<file path="config.mk">
export PLATFORM = sky130hd
export DESIGN_NAME = i2c_regslave
export DESIGN_NICKNAME = d
export VERILOG_FILES = /design/src/rtl/i2c_regslave.sv
export SDC_FILE = /design/constraint.sdc
export NUM_CORES = 1
export LEC_CHECK = 0
export BUFFER_PORTS_ARGS = -buffer_cell sky130_fd_sc_hd__buf_2
export CORE_ASPECT_RATIO = 0.6
export CORE_MARGIN = 4
export CORE_UTILIZATION = 40
export CTS_BUF_LIST = sky130_fd_sc_hd__clkbuf_8 sky130_fd_sc_hd__clkbuf_16
export DETAILED_ROUTE_END_ITERATION = 10
export HOLD_SLACK_MARGIN = 0.08
export SETUP_SLACK_MARGIN = 0.02
export SLEW_MARGIN = 0
export SYNTH_ARGS = -nofsm -noshare
export SYNTH_HDL_FRONTEND = slang
export SYNTH_SLANG_ARGS = --single-unit
</file>
<file path="constraint.sdc">
create_clock -name clk -period 2.05 [get_ports clk]
set_input_delay 0 -clock clk [delete_from_list [all_inputs] [get_ports clk]]
set_output_delay 0 -clock clk [all_outputs]
set_load 0.005 [all_outputs]
</file>
<file path="src/rtl/i2c_regslave.sv">
module i2c_regslave #(
  parameter logic [3:0] DEV_HI      = 4'b1010,
  parameter logic [2:0] LO_RST      = 3'b011,
  parameter logic [7:0] SA_PTR      = 8'hFF,
  parameter int         STRETCH_CYC = 40
) (
  input  logic       clk,
  input  logic       rst_n,
  input  logic       scl_i,
  input  logic       sda_i,
  output logic       scl_oe,
  output logic       sda_oe,
  output logic [7:0] reg_addr,
  output logic [7:0] reg_wdata,
  output logic       reg_we,
  output logic       reg_re,
  input  logic [7:0] reg_rdata
);

  localparam int SW = $clog2(STRETCH_CYC + 1);

  typedef enum logic [2:0] {S_IDLE, S_DEV, S_REG, S_WDAT, S_ACK, S_RDAT, S_RACK} st_t;

  logic [1:0] scl_sy, sda_sy;
  logic       scl_d, sda_d;
  st_t        st, nxt;
  logic [2:0] cnt, dev_lo;
  logic [7:0] sh, txd, ptr;
  logic       ack_ph, have_ptr, we_pend, str_pend;
  logic [SW-1:0] st_cnt;

  wire scl_s   = scl_sy[1];
  wire sda_s   = sda_sy[1];
  wire scl_rise = scl_s & ~scl_d;
  wire scl_fall = ~scl_s & scl_d;
  wire start_c = scl_s & scl_d & sda_d & ~sda_s;
  wire stop_c  = scl_s & scl_d & ~sda_d & sda_s;
  wire [7:0] byte_in = {sh[6:0], sda_s};
  wire dev_hit = byte_in[7:1] == {DEV_HI, dev_lo};

  assign scl_oe    = st_cnt != '0;
  assign reg_addr  = ptr;
  assign reg_wdata = sh;

  always_ff @(posedge clk or negedge rst_n) begin
    if (!rst_n) begin
      scl_sy <= 2'b11; sda_sy <= 2'b11; scl_d <= 1'b1; sda_d <= 1'b1;
    end else begin
      scl_sy <= {scl_sy[0], scl_i}; sda_sy <= {sda_sy[0], sda_i};
      scl_d <= scl_s; sda_d <= sda_s;
    end
  end

  always_ff @(posedge clk or negedge rst_n) begin
    if (!rst_n) begin
      st <= S_IDLE; nxt <= S_IDLE; cnt <= '0; sh <= '0; txd <= '0; ptr <= '0;
      ack_ph <= 1'b0; have_ptr <= 1'b0; we_pend <= 1'b0; str_pend <= 1'b0;
      dev_lo <= LO_RST; st_cnt <= '0; sda_oe <= 1'b0; reg_we <= 1'b0; reg_re <= 1'b0;
    end else begin
      reg_we <= 1'b0;
      reg_re <= 1'b0;
      if (reg_re) txd <= reg_rdata;
      if (st_cnt != '0) st_cnt <= st_cnt - SW'(1);
      if (start_c) begin
        st <= S_DEV; cnt <= '0; sda_oe <= 1'b0; we_pend <= 1'b0; str_pend <= 1'b0;
      end else if (stop_c) begin
        st <= S_IDLE; have_ptr <= 1'b0; sda_oe <= 1'b0; we_pend <= 1'b0; str_pend <= 1'b0;
      end else begin
        case (st)
          S_DEV, S_REG, S_WDAT: if (scl_rise) begin
            sh  <= byte_in;
            cnt <= cnt + 3'd1;
            if (cnt == 3'd7) begin
              ack_ph <= 1'b0;
              st     <= S_ACK;
              case (st)
                S_DEV: begin
                  if (!dev_hit || (byte_in[0] && !have_ptr)) st <= S_IDLE;
                  else if (byte_in[0]) begin
                    nxt <= S_RDAT;
                    if (ptr == SA_PTR) txd <= {5'b0, dev_lo};
                    else reg_re <= 1'b1;
                  end else nxt <= have_ptr ? S_WDAT : S_REG;
                end
                S_REG: begin
                  ptr <= byte_in; have_ptr <= 1'b1; str_pend <= 1'b1; nxt <= S_WDAT;
                end
                default: begin
                  we_pend <= 1'b1; nxt <= S_IDLE;
                end
              endcase
            end
          end
          S_ACK: if (scl_fall) begin
            if (!ack_ph) begin
              ack_ph <= 1'b1;
              sda_oe <= 1'b1;
            end else begin
              st  <= nxt;
              cnt <= '0;
              sda_oe <= (nxt == S_RDAT) ? ~txd[7] : 1'b0;
              if (str_pend) st_cnt <= SW'(STRETCH_CYC);
              str_pend <= 1'b0;
              if (we_pend) begin
                have_ptr <= 1'b0;
                if (ptr == SA_PTR) dev_lo <= sh[2:0];
                else reg_we <= 1'b1;
              end
              we_pend <= 1'b0;
            end
          end
          S_RDAT: if (scl_fall) begin
            cnt <= cnt + 3'd1;
            if (cnt == 3'd7) begin
              sda_oe <= 1'b0;
              st <= S_RACK;
            end else begin
              txd <= {txd[6:0], 1'b0};
              sda_oe <= ~txd[6];
            end
          end
          S_RACK: if (scl_rise) begin
            st <= S_IDLE;
            have_ptr <= 1'b0;
          end
          default: ;
        endcase
      end
    end
  end

  p_we_pulse_r2: assert property (@(posedge clk) disable iff (!rst_n)
    reg_we |=> !reg_we);
  p_we_after_ack_r2: assert property (@(posedge clk) disable iff (!rst_n)
    reg_we |-> $past(st == S_ACK));
  p_re_for_read_r4: assert property (@(posedge clk) disable iff (!rst_n)
    reg_re |-> (st == S_ACK && nxt == S_RDAT));
  p_stretch_only_wdat_r7: assert property (@(posedge clk) disable iff (!rst_n)
    scl_oe |-> st == S_WDAT);
  p_sda_on_low_r10: assert property (@(posedge clk) disable iff (!rst_n)
    $rose(sda_oe) |-> !scl_s);
  p_idle_quiet_r1: assert property (@(posedge clk) disable iff (!rst_n)
    (st == S_IDLE) |-> !sda_oe);

endmodule

</file>
==> results of run 1 <==
[power by group through the flow]
| stage | logic [mW] | clock network [mW] | registers [mW] |
|---|---|---|---|
| after floorplan | 0.255 | 0 | 1.33 |
| final | 0.428 | 0.871 | 1.34 |
| after detailed placement | 0.421 | 0 | 1.36 |
| after global routing | 0.484 | 0.945 | 1.37 |
| after global placement | 0.414 | 0 | 1.36 |
| after CTS | 0.435 | 0.898 | 1.34 |
[how the worst max path moves through the flow]
stage                     slack (ns)  depth (start not counted)      start      to
after global placement          0.17                          6     cnt[0]  nxt[2]
final                           0.11                          6  st_cnt[0]  scl_oe
after detailed placement        0.10                          6     cnt[0]  nxt[2]
after floorplan                 0.15                          7     cnt[0]   st[2]
after global routing           0.002                          6  st_cnt[0]  scl_oe
after CTS                       0.05                          6  st_cnt[0]  scl_oe
[synthesized netlist by cell type, types with 4 or more instances]
master,count
inv_1,8
xor2_1,4
nor2_1,15
mux2i_1,8
dfstp_2,8
nor3_1,7
buf_2,6
dfrtp_1,47
mux2_2,23
clkbuf_1,5
o21ai_0,10
o31ai_2,4
a21oi_1,9
nand2_1,16
nor2b_1,5
nand3_1,5
nand2b_1,6
[worst max-delay path: stages, from the launching register on]
cell and delay, ns:
dfrtp_1 0.38, inv_1 0.09, ha_1 0.19, or3b_2 0.52, nor3_4 0.22, inv_1 0.10
buf_2 0.14
[registers in the layout (all words and copies together), names as in the netlist]
register	flops
cnt	3
sda_oe	1
ack_ph	1
nxt	3
str_pend	1
have_ptr	1
we_pend	1
st_cnt	6
reg_re	1
reg_addr	8
reg_wdata	8
sda_d	1
dev_lo	3
scl_sy	2
sda_sy	2
st	3
txd	8
scl_d	1
reg_we	1
[layout make-up]
cell class / count / share of cell area
Clock inverter: 3 / 0.00675
Clock buffer: 5 / 0.0375
Timing Repair Buffer: 53 / 0.106
Inverter: 8 / 0.00900
Multi-Input combinational cell: 173 / 0.393
Sequential cell: 55 / 0.416
Tap cell: 87 / 0.0326
[layer usage]
layer	up-vias	routed length [um]
met4	0	90
li1	1002	-
met5	-	0
met3	8	389
met2	44	2460
met1	1008	3300
[logic make-up after synthesis]
group | after synthesis | synth area share
and+or+nand+nor | 82 | 0.172
DFF | 55 | 0.494
AOI/OAI and AO/OA | 50 | 0.135
muxes | 31 | 0.121
buffers and inverters | 24 | 0.0432
xor gates and xnor gates | 7 | 0.0218
adders and majority gates | 3 | 0.0134
[per-stage QoR]
stage	std cells	total power, mW	hold WS, ns	util	instance area [um2]
after global placement	368	1.77	0.0192	0.460	3100
after detailed placement	368	1.78	0.0243	0.460	3100
after CTS	384	2.67	0.129	0.494	3330
after floorplan	252	1.58	-0.296	-	2810
after global routing	384	2.79	0.183	0.495	3340
final	384	2.64	0.129	0.495	3340
[what timing repair did]
item	4_1_cts	5_1_grt
hold buffers	8	0
setup endpoints to repair	0	9
hold endpoints to repair	62	0
gates resized for setup	0	3
[cells in the final DEF, fill, tap and decap left out, drive strengths merged, types with 4 or more instances in the layout]
master,Yosys,final
dfrtp,47,47
buf,10,45
mux2,23,23
nand2,16,16
nor2,15,15
o21ai,10,10
inv,8,10
a21oi,9,9
mux2i,8,8
dfstp,8,8
dlygate4sd3,0,8
nor3,8,8
nand2b,6,6
nand3,5,5
nor2b,5,5
clkbuf,6,5
o31ai,5,5
xor2,4,4
==> results.txt, run 1 <==
- The flow ran to the end, and the final reports show no timing, DRC or antenna violations.
- In the routed design, unresolved DRC markers number 0.
- Of the total power, the clock network draws 0.330.
- Worst IR Drop VDD: 0.000345 V
* Reg2reg setup slack: 0.18 ns
- Of the total power, combinational logic draws 0.162.
* Die Height: between 70 and 80 um
- Initial detailed-routing violation count: 113
- Headroom to the max-slew limit came out at 0.659.
- Category of the worst setup path launch point: flip-flop
* Critical R2R Launch: st[1]
- After clock tree synthesis, the clock-pin slew on the worst setup and hold paths is approximately 0.070 ns.
* Layout Skew: ~0.0068 ns
- Min Clock Period, post-route: 1.94 ns
* Kind of path behind the tightest hold check: primary input to flip-flop
- Accumulated negative setup slack: 0 ns
- Fraction of final layout cells sized beyond drive strength 1: 0.330
- For the pin with the worst max-slew slack, the measured transition is 0.504 ns.
- Top_reg_cell synth: dfrtp_1
- Post-synthesis register bit count: 55
- RSZ-0062 raised after global routing: false
- Met1 layer usage reported by global route: 0.246
- Required time worst endpoint: 2.05 ns
- Switching fraction of total power: 0.275
* Number of antenna cells inserted: 0
* DIE AREA: between 8000 and 9000 um2
- Detailed placer's ending HPWL: 4440 um
- Clock buffers created by TritonCTS: 5
- Sequential cell area: ~1400 um2
* Max-slew violation count: 0
* Final Net Count: 311
* I/O pin count: 32
- Fraction of the yosys area taken by sequential cells: 0.494
- Synthesis produced between 200 and 300 cells.
- Depth of the worst hold-timing path: 4
- TritonCTS built the clock tree.
- Counting every net in the synthesized netlist gives approximately 270.
- Final critical-path setup slack: ~0.11 ns
- Area share of the largest cell type after synthesis: 0.419
- Of all nets on the critical path, the largest fanout is 4.
- At the placement stage, the worst setup path has a slack of 0.102 ns.
* Via count of the first global-routing pass: 1995
- For met2 alone, demand over resource in global routing was 0.212.
* Distinct cell type count of the synthesized netlist: 60
- The floorplan has 23 rows.
- Once detail routing completed, the nets flagged for antenna violations numbered 0.
- The layout has 629 filler cells.
- Wires add up to 6240 um.
* Overall routing resource usage: 0.159
* Count of buffers inserted at the top-level ports: 31
- For this configuration, the core starts out at a cell density of 0.417.
- Global placement routability congestion: about 0.86
* Overflow left after global routing: 0
* Critical path capture point type: primary output
- For the worst setup path, the data arrival time is 1.94 ns.
* Leakage power figure: 1.48 nW
- Cell Area, Synth: 2810 um2
- The internal power of the cells totals 1.92 mW.
* Reg2reg end: st[2]
* Global route hottest layer: met1
- The clock passes through at most 2 buffers.
* Antenna violations before repair: 0
- Fmax: 0.515 GHz
* Met3 track demand over resource: 0.0406
- Dividing the final minimum period by the clock period gives 0.946.
* Area of combinational cells with multiple inputs: 1310 um2
- The first global-routing pass estimated ~10000 um of wire.
- Each instance of the synthesized netlist takes up on average 11.1 um2.
* Power density cells: 792 nW/um2
- The synthesized design spends more area on one cell type than any other, namely dfrtp_1.
* Count of H-tree levels built during CTS: 2
- Max_cap viols: 0
* Number of clock sinks: 55
- The total area inside the core boundary comes to 6730 um2.
- Relative to the synthesized area, the layout overhead comes to 18.8%.
* Yosys warns: 0
- Ranked by total cell area, the synthesized netlist is headed by dfrtp_1, mux2_2, dfstp_2, mux2i_1, nand2_1.
* Crit Path Category: flip-flop to primary output
* Wirelength per Cell: 16.3 um
- CTS root buffer: clkbuf_16
- Total number of vias: 2062
* Number of buffers inserted to repair setup after CTS: 0
* Vias per cell: 5.37
- In this run, synthesis inferred 0 flip-flops with an integrated enable.
- Source-to-sink clock delay at the later pin of the worst-skew pair: 0.30 ns
- The die is roughly 120 um wide.
- After synthesis, the share of flip-flops with an asynchronous set or reset is 1.00.
- Entering global routing, the biggest net connects 56 pins.
* Sw power: 725 uW
* Fraction of power consumed by sequential logic: 0.508
- Number of cells on the worst reg-to-reg path: 5
- Number of endpoints failing setup at the final stage: 0
* Worst hold path startpoint: reg_rdata[0]
- The count of final hold-check violations is 0.
- For hold timing, the worst endpoint is txd[0].
- Initial DRT Pass Iterations: 4
Note: power is estimated with default switching activity, not from simulation.
==> run 2, diff against run 1 <==
--- a/constraint.sdc
+++ b/constraint.sdc
@@ -3,2 +3,2 @@
 set_output_delay 0 -clock clk [all_outputs]
-set_load 0.005 [all_outputs]
+set_load 0.05 [all_outputs]
==> run 2 against run 1 <==
Fmax about the same. Sequential share of layout area decreased by 0.31 points. Via count is 0.58% lower. Clock-buffer cell count did not move.
==> results.txt, run 2 (synthesis gave the netlist of run 1 again) <==
- The flow ran to the end, and the final reports show no timing, DRC or antenna violations.
- Clock buffers created by TritonCTS: 5
- Via count of the first global-routing pass: 2010
- Fill cells in the final layout number 624.
* Critical path capture point type: primary output
* Count of endpoints failing hold in the final timing report: 0
- IR analysis of the VDD net gives a maximum drop of 0.000458 V.
- Input and output buffers added on the ports amount to 31.
- Max-cap violations in this run came to 0.
- Required time worst endpoint: 2.05 ns
* Arrival @ worst endpoint: 1.94 ns
* Overflow left after global routing: 0
* Fraction of power consumed by sequential logic: 0.465
- Initial detailed-routing violation count: 115
- Summing all multi-input logic gate instances after layout gives 1310 um2.
- TritonCTS clock tree: yes
- The floorplan has 23 rows.
- Largest net degree at the start of global routing: 56
* Clock buffer depth: 2
* Total number of vias: 2050
* Area inside the core boundary: 6730 um2
* Initial DRT Pass Iterations: 4
- Final design utilization: 0.499
* Fraction of power consumed by the clock network: 0.301
- Final critical-path setup slack: 0.111 ns
* Relative contribution of combinational cells to total power: 0.235
* I/O pin count: 32
- Number of antenna cells inserted: 0
* Detail Route Antenna Nets: 0
- The worst setup path is launched from a flip-flop.
- Fraction of final layout cells sized beyond drive strength 1: 0.337
- Pwr Total: 2.89 mW
- The floorplan step set the die width to around 120 um.
* Top library cells by usage in the layout, fill and taps aside: dfrtp_1, buf_2, mux2_2
- In the routed layout, each cell is associated on average with a via count of 5.30.
- Effective utilization at floorplan: 0.417
- Crit Path Category: flip-flop to primary output
- Switching fraction of total power: 0.335
- Summed over all cells, the static leakage comes to 1.49 nW.
- For this design the ratio of total power to cell area is 859 nW/um2.
- Internal power summed over all cells: 1.92 mW
- Final critical-path share of the clock period: 0.946
- Signed area change from the synthesized netlist to the final layout: 19.7%
- Routability-driven placement finished with a final weighted congestion of around 0.86.
* Largest fanout of any net on the critical path: 4
* Fmax: 0.516 GHz
- Number of clock sinks: 55
- The clock reaches the later pin of the worst-skew pair after ~0.30 ns.
- Placement-stage worst setup slack: around 0.10 ns
- The setup check on the worst reg-to-reg path leaves a slack of 0.17 ns.
- Worst hold margin: between 0.1 and 0.15 ns
- For this run, the total global-route usage over all layers was measured as 0.160.
- Detailed placer's ending HPWL: approximately 4400 um
- Layout Skew: 0.00694 ns
* Residual DRC: 0
- The die covers 8470 um2.
- The number of antenna violations at the first check in global routing was 0.
- Sequential cell area: about 1400 um2
- The die is 72.9 um tall.
- Summed over all layers, the routed wires come to approximately 6200 um.
- Measured against its own limit, the worst slew margin works out to 0.648.
- The root buffer cell chosen for the clock tree is clkbuf_16.
- Setup total negative slack on the finished layout was measured at 0 ns.
- For the pin with the worst max-slew slack, the measured transition is 0.521 ns.
* RSZ-0062 raised after global routing: false
* Wirelength per Cell: 16.1 um
- Setup violations remaining at the end of the flow were counted as 0.
* Sw power: 968 uW
* Min Clock Period, post-route: around 1.9 ns
- Final Net Count: ~310
- The worst hold path belongs to the class primary input to flip-flop.
- The max-slew violation count is 0.
* Commonest non-fill, non-tap cell in the layout: dfrtp_1
* First-pass GRT wire length: roughly 10000 um
- In this run the number of H-tree levels came out at 2.
- Clock-pin slew was measured on the worst setup and hold paths at ~0.070 ns.
==> run 2: worst paths after layout <==
path	startpoint	end	cells after the start
setup / recovery	st_cnt[0]	scl_oe	6
hold / removal	reg_rdata[0]	txd[0]	4
setup reg to reg	st[1]	dev_lo[2]	4
hold reg to reg	scl_sy[0]	scl_sy[1]	0
max in group asynchronous	rst_n	sda_sy[1]	3
min in group asynchronous	rst_n	reg_addr[3]	3
==> run 2: per-stage QoR <==
step,cells,instance area [um2]
after global placement,368,3100
after floorplan,252,2810
after global routing,387,3360
after detailed placement,368,3100
after CTS,384,3330
final,387,3360
==> run 2: critical path, cell delays in order, from the launching register on <==
cell and delay, ns:
dfrtp_1 0.39, inv_1 0.09, ha_1 0.19, or3b_4 0.42, nor3_4 0.24, inv_1 0.09, buf_2 0.22
==> run 2: cell type report <==
| type | instances | area share |
|---|---|---|
| clock inverters | 3 | 0.00670 |
| multi-input cells | 173 | 0.391 |
| repair buffers | 56 | 0.112 |
| well taps | 87 | 0.0324 |
| flip-flops and latches | 55 | 0.413 |
| clock buffers | 5 | 0.0372 |
| inverters | 8 | 0.00894 |
==> run 2: layer usage <==
metal  vias up  GRT usage  wire, um
li1       1011          -         -
met1       987      0.247      3270
met2        44      0.214      2470
met3         8     0.0406       413
met4         0     0.0579        90
met5         -          0         0
==> run 2: power groups by stage <==
stage	Sequential [mW]	Clock [mW]	Combinational, mW
global placement	1.36	0	0.662
global route	1.37	0.945	0.732
detailed placement	1.36	0	0.670
floorplan	1.57	0	0.255
CTS	1.34	0.898	0.684
finish	1.34	0.868	0.677
==> run 2: repair_timing <==
item / 4_1_cts / 5_1_grt
hold buffers: 8 / 0
endpoints found under the setup margin: 1 / 9
setup buffers: 0 / 3
gates resized for setup: 1 / 3
endpoints found under the hold margin: 62 / 0
pin swaps: 0 / 1
==> run 3, diff against run 2 <==
Settings changed: MAX_ROUTING_LAYER set to met4.
==> run 3 against run 2 <==
Wire length is 1.8% lower. Sequential share of layout area increased by 0.34 points. Via count grew 2.0%. Cell area shrank 0.82%. Register-to-register slack got worse by 0.04 ns. Critical path type is now flip-flop to flip-flop. Largest cell class unchanged. Highest routed layer unchanged.
==> results.txt, run 3 (synthesis gave the netlist of run 1 again) <==
* Largest net degree at the start of global routing: 56
- Wire segments on met2 add up to 2270 um in the final route.
- Arrival @ worst endpoint: 2.08 ns
- After floorplanning, the core was sized to cover between 6000 and 7000 um2.
* Max_cap viols: 0
- Crit Path Category: flip-flop to flip-flop
- Commonest non-fill, non-tap cell in the layout: dfrtp_1
- Compared with the post-synthesis result, the final layout area differs by 18.7%.
* Final WL: 6130 um
- Layout Skew: 0.0113 ns
- Based on the critical path, the design can be clocked at up to 0.522 GHz.
* Total number of vias: 2090
- The pre-antenna-repair detailed-routing pass consisted of 5 iterations.
- The number of placed instances, taps included, is ~370.
- Detailed routing placed a total of a little over 500 um of wire on met3.
* Worst-Margin Slew: 0.477 ns
- The startpoint identified for the worst register-to-register timing path is cnt[0].
- Detail Route Antenna Nets: 0
- Vias per cell: 5.44
- Data on the critical path is required at its endpoint by ~2.2 ns.
- Source-to-sink clock delay at the later pin of the worst-skew pair: 0.30 ns
- Largest fanout of any net on the critical path: 8
* RSZ-0062 raised after global routing: false
- Number of antenna cells inserted: 0
* Max-slew violation count: 0
- The path with the worst hold slack has its endpoint at txd[7].
* Worst IR Drop VDD: slightly below 0.0005 V
* Top library cells by usage in the layout, fill and taps aside: dfrtp_1, buf_2, mux2_2
- The number of antenna violations at the first check in global routing is 0.
- Final Net Count: 311
- The highest metal layer carrying signal wires in the routed design is met4.
- Reg2reg end: st[2]
* Global placement routability congestion: 0.819
- The number of global-route vias before repair is between 2000 and 2500.
- Kind of path behind the tightest hold check: primary input to flip-flop
- Clock-pin slew on the worst setup and hold paths: 0.06 ns
- The floorplan has 23 rows.
* Clock buffers created by TritonCTS: 5
* Count of H-tree levels built during CTS: 2
* Number of clock sinks: 55
* Wirelength per Cell: 16.0 um
* Final non-filler cell total: 384
- Depth of the worst hold-timing path: 3
- Critical path capture point type: flip-flop
- Clock buffer depth: 2
- For this configuration, the core starts out at a cell density of 0.417.
- Die Height: 72.9 um
* Residual DRC: 0
- Once detailed placement completed, the half-perimeter wirelength came to 4370 um.
* Fraction of final layout cells sized beyond drive strength 1: 0.330
- Worst hold path startpoint: reg_rdata[7]
* Final critical-path share of the clock period: 0.935
- First-pass GRT wire length: 10200 um
- CTS root buffer: clkbuf_16
* Count of endpoints failing hold in the final timing report: 0
- The floorplan step defined a die boundary enclosing between 8000 and 9000 um2.
- Min Clock Period, post-route: 1.92 ns
- Worst relative slew slack: 0.678
- After detailed routing, the wire length on met1 is about 3300 um.
- Number of endpoints failing setup at the final stage: 0
* Leakage power figure: 1.48 nW
* Overall routing resource usage: 0.162
- In the final timing run, aggregate negative setup slack is 0 ns.
- Count of buffers inserted at the top-level ports: 31
- Number of cells on the worst reg-to-reg path: 6
- Reg2reg setup slack: 0.13 ns
- The tightest hold path in the finished design has a slack of around 0.086 ns.
* Initial detailed-routing violation count: 175
- Power density cells: 858 nW/um2
- Pwr Total: about 2.9 mW
* Run status: finished, final reports clean
- STA classifies the critical path startpoint as a flip-flop.
- TritonCTS clock tree: yes
- Overflow left after global routing: 0
* Chip Width: 116 um
- I/O pin count: 32
[run 3: routing by layer]
| metal | GRT usage | vias up |
|---|---|---|
| met2 | 0.201 | 60 |
| met4 | 0.0425 | 0 |
| met1 | 0.251 | 1019 |
| met3 | 0.0481 | 5 |
| met5 | - | - |
| li1 | - | 1006 |
[run 3: power breakdown]
group          total (mW)  switching, mW  leakage (nW)  internal (mW)
clock               0.847          0.393        0.0752          0.453
sequential           1.34          0.128         0.680           1.21
combinational       0.671          0.428         0.723          0.242
total                2.86          0.950          1.48           1.91
[run 3: final cells by class]
type	instances	area [um2]
timing repair buffer	53	353
inverter	8	30.0
sequential	55	1390
fill	638	3400
multi-input combinational	173	1310
tap	87	109
clock inverter	3	21.3
clock buffer	5	125
[run 3: worst max path at each step]
stage,startpoint,endpoint,depth (start not counted)
3_5_place_dp,cnt[0],nxt[0],6
2_1_floorplan,st_cnt[0],st_cnt[1],6
4_1_cts,st_cnt[0],scl_oe,6
3_3_place_gp,cnt[0],nxt[2],6
5_1_grt,cnt[0],st[2],6
6_report,cnt[0],st[2],6
[run 3: what timing repair did]
action | in CTS | in global routing
cloned | 0 | 0
resized for setup | 2 | 2
hold endpoints to repair | 61 | 0
hold buffers | 7 | 0
pin swaps | 1 | 0
endpoints found under the setup margin | 1 | 5
setup buffers | 1 | 0
[run 3: per-stage QoR]
stage          worst slack [ns]  utilization  cell area, um2
6_report                  0.134        0.495            3330
5_1_grt                  0.0299        0.495            3330
4_1_cts                  0.0364        0.495            3330
3_5_place_dp              0.115        0.460            3100
3_3_place_gp              0.160        0.460            3100
2_1_floorplan            0.0977            -            2810
[run 3: worst max-delay path: stages (launching register included)]
cell and delay [ns]:
dfrtp_1 0.39, ha_1 0.20, ha_1 0.18, and4bb_2 0.30, or3_1 0.40, o2111ai_1 0.22, o22ai_1 0.09
